<file path="src/rtl/intr_seq_pkg.sv">
package intr_seq_pkg;
  localparam int unsigned CODE_W     = 6;
  localparam int unsigned NUM_SHADOW = 7;
  localparam logic [CODE_W-1:0] CODE_MCHK = 6'd1;
  localparam logic [CODE_W-1:0] CODE_EXT  = 6'd4;

  typedef enum logic [1:0] {IIR_KEEP, IIR_DECODE, IIR_FETCH} iir_src_e;
  typedef enum logic [1:0] {ST_IDLE, ST_REQ, ST_WAIT, ST_DONE} seq_state_e;

  function automatic int unsigned shadow_src(int unsigned k);
    case (k)
      0: return 1;
      1: return 8;
      2: return 9;
      3: return 16;
      4: return 17;
      5: return 24;
      default: return 25;
    endcase
  endfunction
endpackage

</file>
<file path="src/rtl/intr_classify.sv">
module intr_classify
  import intr_seq_pkg::*;
(
  input  logic [CODE_W-1:0] code_i,
  output iir_src_e          src_o
);
  always_comb begin
    case (code_i)
      6'd8, 6'd9, 6'd10, 6'd11:                        src_o = IIR_DECODE;
      6'd12, 6'd13, 6'd14, 6'd15, 6'd16, 6'd17, 6'd18,
      6'd19, 6'd20, 6'd21, 6'd22, 6'd26, 6'd27, 6'd28: src_o = IIR_FETCH;
      default:                                         src_o = IIR_KEEP;
    endcase
  end
endmodule

</file>
<file path="src/rtl/intr_arbiter.sv">
module intr_arbiter
  import intr_seq_pkg::*;
(
  input  logic              idle_i,
  input  logic              exc_valid_i,
  input  logic [CODE_W-1:0] exc_code_i,
  input  logic              hard_irq_i,
  input  logic              irq_en_i,
  output logic              accept_o,
  output logic [CODE_W-1:0] code_o
);
  logic ext_ok;
  assign ext_ok   = hard_irq_i & irq_en_i;
  assign accept_o = idle_i & (exc_valid_i | ext_ok);
  // synchronous events win over the external line
  assign code_o   = exc_valid_i ? exc_code_i : CODE_EXT;
endmodule

</file>
<file path="src/rtl/intr_shadow_bank.sv">
module intr_shadow_bank
  import intr_seq_pkg::*;
#(
  parameter int unsigned XLEN   = 32,
  parameter int unsigned NUM_GR = 32
) (
  input  logic                     clk_i,
  input  logic                     rst_ni,
  input  logic                     we_i,
  input  logic [NUM_GR*XLEN-1:0]   gr_i,
  output logic [NUM_SHADOW*XLEN-1:0] shadow_o
);
  for (genvar k = 0; k < NUM_SHADOW; k++) begin : g_sh
    localparam int unsigned SRC = shadow_src(k);
    always_ff @(posedge clk_i or negedge rst_ni) begin
      if (!rst_ni)   shadow_o[k*XLEN +: XLEN] <= '0;
      else if (we_i) shadow_o[k*XLEN +: XLEN] <= gr_i[SRC*XLEN +: XLEN];
    end
  end
endmodule

</file>
<file path="src/rtl/intr_entry_seq.sv">
module intr_entry_seq
  import intr_seq_pkg::*;
#(
  parameter int unsigned XLEN     = 32,
  parameter int unsigned NUM_GR   = 32,
  parameter int unsigned PSW_I    = 0,
  parameter int unsigned PSW_Q    = 3,
  parameter int unsigned PSW_M    = 4,
  parameter int unsigned PSW_W    = 27,
  parameter int unsigned SLOT_LG2 = 5
) (
  input  logic                        clk_i,
  input  logic                        rst_ni,
  input  logic                        exc_valid_i,
  input  logic [CODE_W-1:0]           exc_code_i,
  input  logic                        hard_irq_i,
  input  logic [XLEN-1:0]             psw_i,
  input  logic [XLEN-1:0]             iaoq_f_i,
  input  logic [XLEN-1:0]             iaoq_b_i,
  input  logic [XLEN-1:0]             iva_i,
  input  logic                        wide_mode_i,
  input  logic [XLEN-1:0]             dec_insn_i,
  input  logic [NUM_GR*XLEN-1:0]      gr_i,
  output logic                        mem_req_valid_o,
  input  logic                        mem_req_ready_i,
  output logic [XLEN-1:0]             mem_req_addr_o,
  input  logic                        mem_rsp_valid_i,
  input  logic [XLEN-1:0]             mem_rsp_data_i,
  output logic [XLEN-1:0]             ipsw_o,
  output logic [XLEN-1:0]             iiaoq_f_o,
  output logic [XLEN-1:0]             iiaoq_b_o,
  output logic [XLEN-1:0]             iir_o,
  output logic [NUM_SHADOW*XLEN-1:0]  shadow_o,
  output logic [XLEN-1:0]             psw_o,
  output logic [XLEN-1:0]             iaoq_f_o,
  output logic [XLEN-1:0]             iaoq_b_o,
  output logic                        busy_o,
  output logic                        done_o
);
  localparam logic [XLEN-1:0] KEEP_MASK = (XLEN'(1) << PSW_W) | (XLEN'(1) << PSW_M);

  seq_state_e        state_q;
  logic              accept;
  logic [CODE_W-1:0] code_sel;
  iir_src_e          src;
  logic              save_en;
  logic [XLEN-1:0]   psw_new;
  logic [XLEN-1:0]   vec_addr;

  intr_arbiter u_arb (
    .idle_i      (state_q == ST_IDLE),
    .exc_valid_i (exc_valid_i),
    .exc_code_i  (exc_code_i),
    .hard_irq_i  (hard_irq_i),
    .irq_en_i    (psw_i[PSW_I]),
    .accept_o    (accept),
    .code_o      (code_sel)
  );

  intr_classify u_cls (
    .code_i (code_sel),
    .src_o  (src)
  );

  assign save_en = accept & psw_i[PSW_Q];

  intr_shadow_bank #(.XLEN(XLEN), .NUM_GR(NUM_GR)) u_shadow (
    .clk_i    (clk_i),
    .rst_ni   (rst_ni),
    .we_i     (save_en),
    .gr_i     (gr_i),
    .shadow_o (shadow_o)
  );

  always_comb begin
    psw_new        = '0;
    psw_new[PSW_W] = wide_mode_i;
    psw_new[PSW_M] = (code_sel == CODE_MCHK);
  end

  assign vec_addr = iva_i + (XLEN'(code_sel) << SLOT_LG2);

  always_ff @(posedge clk_i or negedge rst_ni) begin
    if (!rst_ni) begin
      state_q        <= ST_IDLE;
      ipsw_o         <= '0;
      iiaoq_f_o      <= '0;
      iiaoq_b_o      <= '0;
      iir_o          <= '0;
      psw_o          <= '0;
      iaoq_f_o       <= '0;
      iaoq_b_o       <= '0;
      mem_req_addr_o <= '0;
    end else begin
      case (state_q)
        ST_IDLE: if (accept) begin
          ipsw_o         <= psw_i;
          iiaoq_f_o      <= iaoq_f_i;
          iiaoq_b_o      <= iaoq_b_i;
          psw_o          <= psw_new;
          iaoq_f_o       <= vec_addr;
          iaoq_b_o       <= vec_addr + XLEN'(4);
          mem_req_addr_o <= {iaoq_f_i[XLEN-1:2], 2'b00};
          if (save_en && src == IIR_DECODE) iir_o <= dec_insn_i;
          state_q <= (save_en && src == IIR_FETCH) ? ST_REQ : ST_DONE;
        end
        ST_REQ:  if (mem_req_ready_i) state_q <= ST_WAIT;
        ST_WAIT: if (mem_rsp_valid_i) begin
          iir_o   <= mem_rsp_data_i;
          state_q <= ST_DONE;
        end
        default: state_q <= ST_IDLE;
      endcase
    end
  end

  assign mem_req_valid_o = (state_q == ST_REQ);
  assign busy_o          = (state_q != ST_IDLE);
  assign done_o          = (state_q == ST_DONE);


  done_pulse_chk: assert property (@(posedge clk_i) disable iff (!rst_ni)
    done_o |=> !done_o);

  busy_hold_chk: assert property (@(posedge clk_i) disable iff (!rst_ni)
    busy_o |=> $stable(ipsw_o) && $stable(iaoq_f_o));

  req_hold_chk: assert property (@(posedge clk_i) disable iff (!rst_ni)
    mem_req_valid_o && !mem_req_ready_i |=> mem_req_valid_o && $stable(mem_req_addr_o));

  req_align_chk: assert property (@(posedge clk_i) disable iff (!rst_ni)
    mem_req_valid_o |-> mem_req_addr_o[1:0] == 2'b00);

  psw_clear_chk: assert property (@(posedge clk_i) disable iff (!rst_ni)
    done_o |-> (psw_o & ~KEEP_MASK) == '0);

  back_addr_chk: assert property (@(posedge clk_i) disable iff (!rst_ni)
    done_o |-> iaoq_b_o == iaoq_f_o + XLEN'(4));

  no_save_chk: assert property (@(posedge clk_i) disable iff (!rst_ni)
    accept && !psw_i[PSW_Q] |=> $stable(shadow_o) && $stable(iir_o) && !mem_req_valid_o);
endmodule

</file>
<file path="config.mk">
export PLATFORM = sky130hd
export DESIGN_NAME = intr_entry_seq
export DESIGN_NICKNAME = d
export VERILOG_FILES = /design/src/rtl/intr_seq_pkg.sv /design/src/rtl/intr_classify.sv /design/src/rtl/intr_arbiter.sv /design/src/rtl/intr_shadow_bank.sv /design/src/rtl/intr_entry_seq.sv
export SDC_FILE = /design/constraint.sdc
export NUM_CORES = 1
export LEC_CHECK = 0
export BUFFER_PORTS_ARGS = -buffer_cell sky130_fd_sc_hd__buf_2
export CORE_AREA = 2 2 673 675
export DETAILED_ROUTE_END_ITERATION = 6
export DIE_AREA = 0 0 675 677
export HOLD_SLACK_MARGIN = 0.08
export SKIP_LAST_GASP = 1
export SYNTH_ARGS = -nofsm -noshare
export SYNTH_HDL_FRONTEND = slang
export SYNTH_HIERARCHICAL = 1
export SYNTH_SLANG_ARGS = --single-unit
</file>
<file path="constraint.sdc">
create_clock -name clk_i -period 3.05 [get_ports clk_i]
set_clock_uncertainty 0.15 [all_clocks]
set_input_delay 0.4575 -clock clk_i [delete_from_list [all_inputs] [get_ports clk_i]]
set_output_delay 0.4575 -clock clk_i [all_outputs]
set_load 0.02 [all_outputs]
</file>
* Yosys cells after proc, flatten, opt, wreduce, memory -nomap -nowiden
Memory sizes are Yosys's and may differ from the RTL's.
Index checks and enable logic that the tools add are counted.
** Storage, ports and cells
- Latch bits :: 0
- ROM bits :: 64
- Flip-flop bits (word level) :: 450
- Input bits :: 1229
- RAM bits :: 0
- Memories :: 1
- Word-level logic and storage cells :: 52
** Operators by class
- Divide/modulo/power cells :: 0
- Bitwise logic cells :: 4
- Mux-type cells :: 11
- Magnitude comparators :: 0
- Shift-type cells :: 0
- Reduce and logical (&&, ||, !) cells :: 8
- $mul :: 0
- $add $sub $neg :: 2
- Equality and inequality tests :: 10
** Memory list
- (name not given) :: depth 32, bits a word 2, read ports 1, clocked after memory_dff 0, write ports 0, line intr_classify.sv:8 : case (code_i)
** Operators with widths (number)
- 32-bit 2-to-1 mux :: 3
- 32-bit case mux with 2 select lines :: 1
- 32-bit by 11-bit adder with 32-bit output :: 1
- 32-bit by 3-bit adder with 32-bit output, second input constant :: 1
- 2-bit 2-to-1 mux :: 5
- 2-bit equality test, second input constant :: 3
- 6-bit by 1-bit equality test with 1-bit output, second input constant :: 1
- 6-bit 2-to-1 mux :: 1
- 2-bit inequality test, second input constant :: 3
- 2-bit case mux with 3 select lines :: 1
- 2-bit by 1-bit equality test with 1-bit output, second input constant :: 2
- 4-bit AND reduction :: 1
- 2-bit nonzero test :: 2
- 1-bit bitwise AND :: 3
- 3-bit AND reduction :: 1
- 1-bit logical AND :: 2
- 2-bit logical NOT :: 1
- 2-bit by 1-bit inequality test with 1-bit output, second input constant :: 1
- 2-bit AND reduction :: 1
- 1-bit bitwise OR :: 1

* Longest topological paths before layout
- Word-level depth :: 8
- Mapped depth :: 13
- Mapped depth without buffers :: 12

* Modules after synthesis
Netlist, hierarchy kept.
** Modules (own cells, without submodules)
- intr_entry_seq :: times used 1, cells an instance 1094, seq. area each 4854.7 µm², area each 9609.2 µm²
- intr_shadow_bank :: times used 1, cells an instance 473, seq. area each 5605.4 µm², area each 8972.4 µm²
- intr_classify :: times used 1, cells an instance 6, seq. area each 0.0 µm², area each 57.6 µm²
- intr_arbiter :: times used 1, cells an instance 8, seq. area each 0.0 µm², area each 55.1 µm²

* Worst setup path after synthesis
Ideal clock, no wire load.
- Kind :: input to register
- From :: input exc_code_i[0]
- To :: register iaoq_b_o[29]
- Data arrival time :: 3.586 ns
- Library setup time :: 0.126 ns
- Cell stages on the path :: 13
- Path buffers :: 1
- Slack :: -0.812 ns
- Required time :: 2.774 ns
- Cells stage by stage :: and2_1 -> ha_1 -> inv_1 -> fa_1 -> nand2b_1 -> a21oi_1 -> o211ai_1 -> mux2_2 -> or4_4 -> or2_1 -> buf_6 -> or3b_1 -> a221o_1
** Between the ends
- Word-level cells in the longest chain between the ends :: 3
** RTL lines
- start, declared :: line intr_entry_seq.sv:15 : input logic [CODE_W-1:0] exc_code_i,
- 6-bit 2-to-1 mux :: line intr_arbiter.sv:16 : assign code_o = exc_valid_i ? exc_code_i : CODE_EXT;
- 32-bit by 11-bit adder with 32-bit output :: line intr_entry_seq.sv:81 : assign vec_addr = iva_i + (XLEN'(code_sel) << SLOT_LG2);
- 32-bit by 3-bit adder with 32-bit output :: line intr_entry_seq.sv:102 : iaoq_b_o <= vec_addr + XLEN'(4);
- end signal, assigned :: line intr_entry_seq.sv:102
- end, declared :: line intr_entry_seq.sv:36 : output logic [XLEN-1:0] iaoq_b_o,
Every way passes these cells.
A chain may end at the register's enable or synchronous reset.

* Worst setup path in the final report
- From :: input exc_valid_i
- To :: register iaoq_b_o[28]
** Between the ends
- Word-level cells in the longest chain between the ends :: 3
- Elaborated cells on any way between the ends :: 6
** RTL lines
- start, declared :: line intr_entry_seq.sv:14 : input logic exc_valid_i,
- 6-bit 2-to-1 mux :: line intr_arbiter.sv:16
- via code_sel[0] :: line intr_entry_seq.sv:44 : logic [CODE_W-1:0] code_sel;
- 32-bit by 11-bit adder with 32-bit output :: line intr_entry_seq.sv:81
- 32-bit by 3-bit adder with 32-bit output :: line intr_entry_seq.sv:102
The timed path passes the listed nets, and every way through them passes these cells.

==> results.py <==
metrics = {
    "run_status": {
        "status": "finished, violations left",
        "violations": "negative setup slack",
    },
    "cts": {
        "cts_buffer_depth": 3,
        "numCtsBuffers": 56,
        "clk_pin_slew_ns": 0.06,
        "htreeDepth": 2,
        "insertion_delay_ns": 0.72,
        "clock-sinks": 418,
        "cts_tree": "built",
        "root_buffer": "clkbuf_16",
    },
    "route": {
        "drc": 0,
        "ant_nets": 0,
        "routedWlPerCell_um": 20.4,
        "vias": 18200,
        "drt_iter0_markers": 864,
        "drtPass1Iterations": 5,
        "drt-total-wl_um": 185000,
        "routed_via_density": 2.02,
    },
    "power_and_ir_drop": {
        "p_per_area_nw_per_um2": 966,
        "finalPower_mw": 36.4,
        "irDropWorstVdd_uv": 680,
        "p_leak_nw": 15.7,
    },
    "sta": {
        "fin_crit_sh_pct": 100,
        "finalWorstSetupSlack_ns": -0.00679,
        "setup_viol": 1,
        "hold_viol": 0,
        "period_needed_ns": 3.06,
        "grt_setup_unrepaired": "yes",
        "worstMarginPinSlew_ns": 0.772,
        "max_freq_ghz": 0.327,
        "relSlewSlack_pct": 48.6,
        "finalMaxSlewViolations": 0,
    },
    "yosys": {
        "synth_top_flop_cell": "dfrtp_1",
        "synth_seq_cells": 418,
        "ys_types": 68,
        "synth_top_area_share_pct": 56.0,
        "synth_edf_count": 0,
        "synthCells": 1581,
        "yosysTopAreaCell": "dfrtp_1",
        "synth-warning-count": 6,
        "synth-seq-area-share_pct": 56.0,
        "synth_area_sq_um": 18700,
        "synthTopCellsByArea": "dfrtp_1 56%, mux2_4 13%, nand2_1 7.9%, mux2_2 4.0%, buf_4 2.6%",
        "syn_avg_cell_area_sq_um": 11.8,
        "synthArstFlopShare_pct": 100,
    },
    "die": {
        "dieArea_sq_um": 457000,
        "coreArea_sq_um": 451000,
        "initial_core_util_pct": 4.15,
        "die_y_um": 677,
        "io_pins": 1712,
        "core.rowCount": 247,
        "die_w_um": 675,
    },
    "flow_run": {
        "maxCapViolCount": 0,
    },
    "global_route": {
        "antenna_found_initial": 189,
        "grt_use_total_pct": 7.81,
        "grt_pass1_vias": 18400,
        "grt_max_degree": 108,
        "overflow": 0,
        "grt_pass1_wl_um": 221000,
    },
    "min_path": {
        "hp-class": "in -> async",
    },
    "critical_path": {
        "crit_path_end_kind": "flop",
        "worstPathRequired_ns": 3.51,
        "path_max_fanout": 7,
        "cp.arrival_ns": 3.51,
        "critPathLaunchType": "input pin",
        "setup.worst_path.class": "in -> reg",
        "r2r_setup_slack_ns": 0.42,
    },
    "place": {
        "dp_hpwl_um": 165000,
        "port_buffers": 879,
        "place_congestion": 0.854,
    },
    "finish": {
        "fill_cells": 52400,
        "utilization_pct": 8.36,
        "area_growth_pct": 101,
        "final_layout_size_suffix_gt1_share_pct": 46.9,
        "finalNetCount": 4225,
    },
}
per-layer routing:
layer	vias up	share of wire [%]	GRT usage, %
met5	-	0.26	0
li1	8105	-	-
met2	1060	47	13.5
met1	8586	34	7.52
met3	417	12	4.29
met4	78	6.1	3.83
Yosys cell counts, drive strengths merged, types with 4 or more instances:
cell type / number
dfrtp: 418
nand2: 392
mux2: 227
buf: 98
nor2: 61
o21ai: 47
a21oi: 45
clkbuf: 45
mux2i: 33
xnor2: 25
nand3: 18
a21o: 14
xor2: 13
and2: 12
ha: 11
inv: 11
and3: 9
nor2b: 9
nand3b: 7
nand2b: 6
nor4: 6
or2: 6
a211oi: 5
nand4: 5
nor3: 5
o311ai: 5
o211ai: 4
kinds of logic (layout without fill, tap and decap cells):
family	after synthesis	after routing	share of synthesized area, %
xor+xnor	38	38	1.78
compound gates	146	146	4.89
flops	418	418	56.0
buf+inv	154	1564	5.25
other cells	1	78	0.0201
mux	260	260	18.7
simple gates	552	552	12.6
fa+ha+maj	12	12	0.843
registers in the layout, summed over array words and instances (netlist names):
name / count
iaoq_b_o: 30
psw_o: 2
u_shadow/shadow_o: 224
iiaoq_f_o: 32
state_q: 2
iiaoq_b_o: 32
iaoq_f_o: 32
iir_o: 32
ipsw_o: 32
final cells by class:
type	instances	area (sq um)	share of cell area, %
clock inverter	26	372	0.987
inverter	11	41.3	0.110
multi-input combinational	1040	7610	20.2
timing repair buffer	1457	10100	26.7
clock buffer	70	1510	4.02
antenna	46	115	0.306
sequential	418	10500	27.8
tap	5976	7480	19.9
layout by cell type (no fill, tap or decap), types with 7 or more instances in the layout:
cell type,n
xor2_1,12
buf_12,23
inv_1,10
dfrtp_1,418
dlygate4sd3_1,403
a21oi_1,40
and3_1,7
bufinv_16,7
diode_2,46
clkbuf_16,56
mux2_2,64
nand3b_1,7
conb_1,32
nor2_1,59
buf_2,875
and2_1,9
xnor2_1,25
nor2b_1,8
mux2_4,163
clkbuf_1,8
a21o_1,13
o21ai_0,44
nand2_1,390
buf_4,153
mux2i_1,33
nand3_1,17
worst paths after layout:
check	endpoint	start	cells past startpoint
worst max-delay path	iaoq_b_o[28]$_DFFE_PN0P_	exc_valid_i	13
worst max register to register	iir_o[4]$_DFFE_PN0P_	state_q[1]$_DFFE_PN0P_	9
worst min-delay path	u_shadow/shadow_o[81]$_DFFE_PN0P_	rst_ni	2
min in group clk_i	psw_o[4]$_DFFE_PN0P_	exc_valid_i	5
worst min register to register	iiaoq_b_o[26]$_DFFE_PN0P_	iiaoq_b_o[26]$_DFFE_PN0P_	2
max in group asynchronous	u_shadow/shadow_o[156]$_DFFE_PN0P_	rst_ni	3
stage by stage:
| stage | hold slack, ns | area [sq um] | instances | setup slack (ns) | setup TNS [ns] |
|---|---|---|---|---|---|
| global placement | 0.304 | 31500 | 8497 | -0.920 | -13.32 |
| finish | 0.188 | 37700 | 9044 | -0.00679 | -0.00679 |
| CTS | 0.103 | 37400 | 8996 | 0.00914 | 0 |
| floorplan | 0.0119 | 18900 | 1612 | -0.621 | -3.24 |
| detailed placement | 0.307 | 31500 | 8497 | -0.915 | -13.07 |
| global route | 0.142 | 37600 | 9023 | -0.0316 | -0.0316 |
worst max-delay path: stages:
cell      delay, ns
buf_8          0.08
and2_4         0.15
ha_4           0.14
inv_2          0.04
fa_2           0.36
nand2b_4       0.19
a21oi_4        0.15
o211ai_1       0.13
mux2_4         0.30
or4_4          0.56
or2_4          0.28
or3_4          0.36
a221o_1        0.31
timing repair:
action / 4_1_cts / 5_1_grt
buffers inserted: 0 / 3
endpoints found under the hold margin: 546 / 0
cloned: 0 / 0
endpoints found under the setup margin: 2 / 7
gates resized for setup: 2 / 27
hold buffers: 403 / 0
pin swaps: 0 / 15
power by group:
part | switching, mW | internal [mW] | leakage [nW] | total (mW)
registers | 1.66 | 8.31 | 5.03 | 9.97
logic | 13.3 | 6.05 | 9.77 | 19.3
clock network | 2.98 | 4.10 | 0.917 | 7.07
No activity file was read; power rests on OpenSTA's default activity.
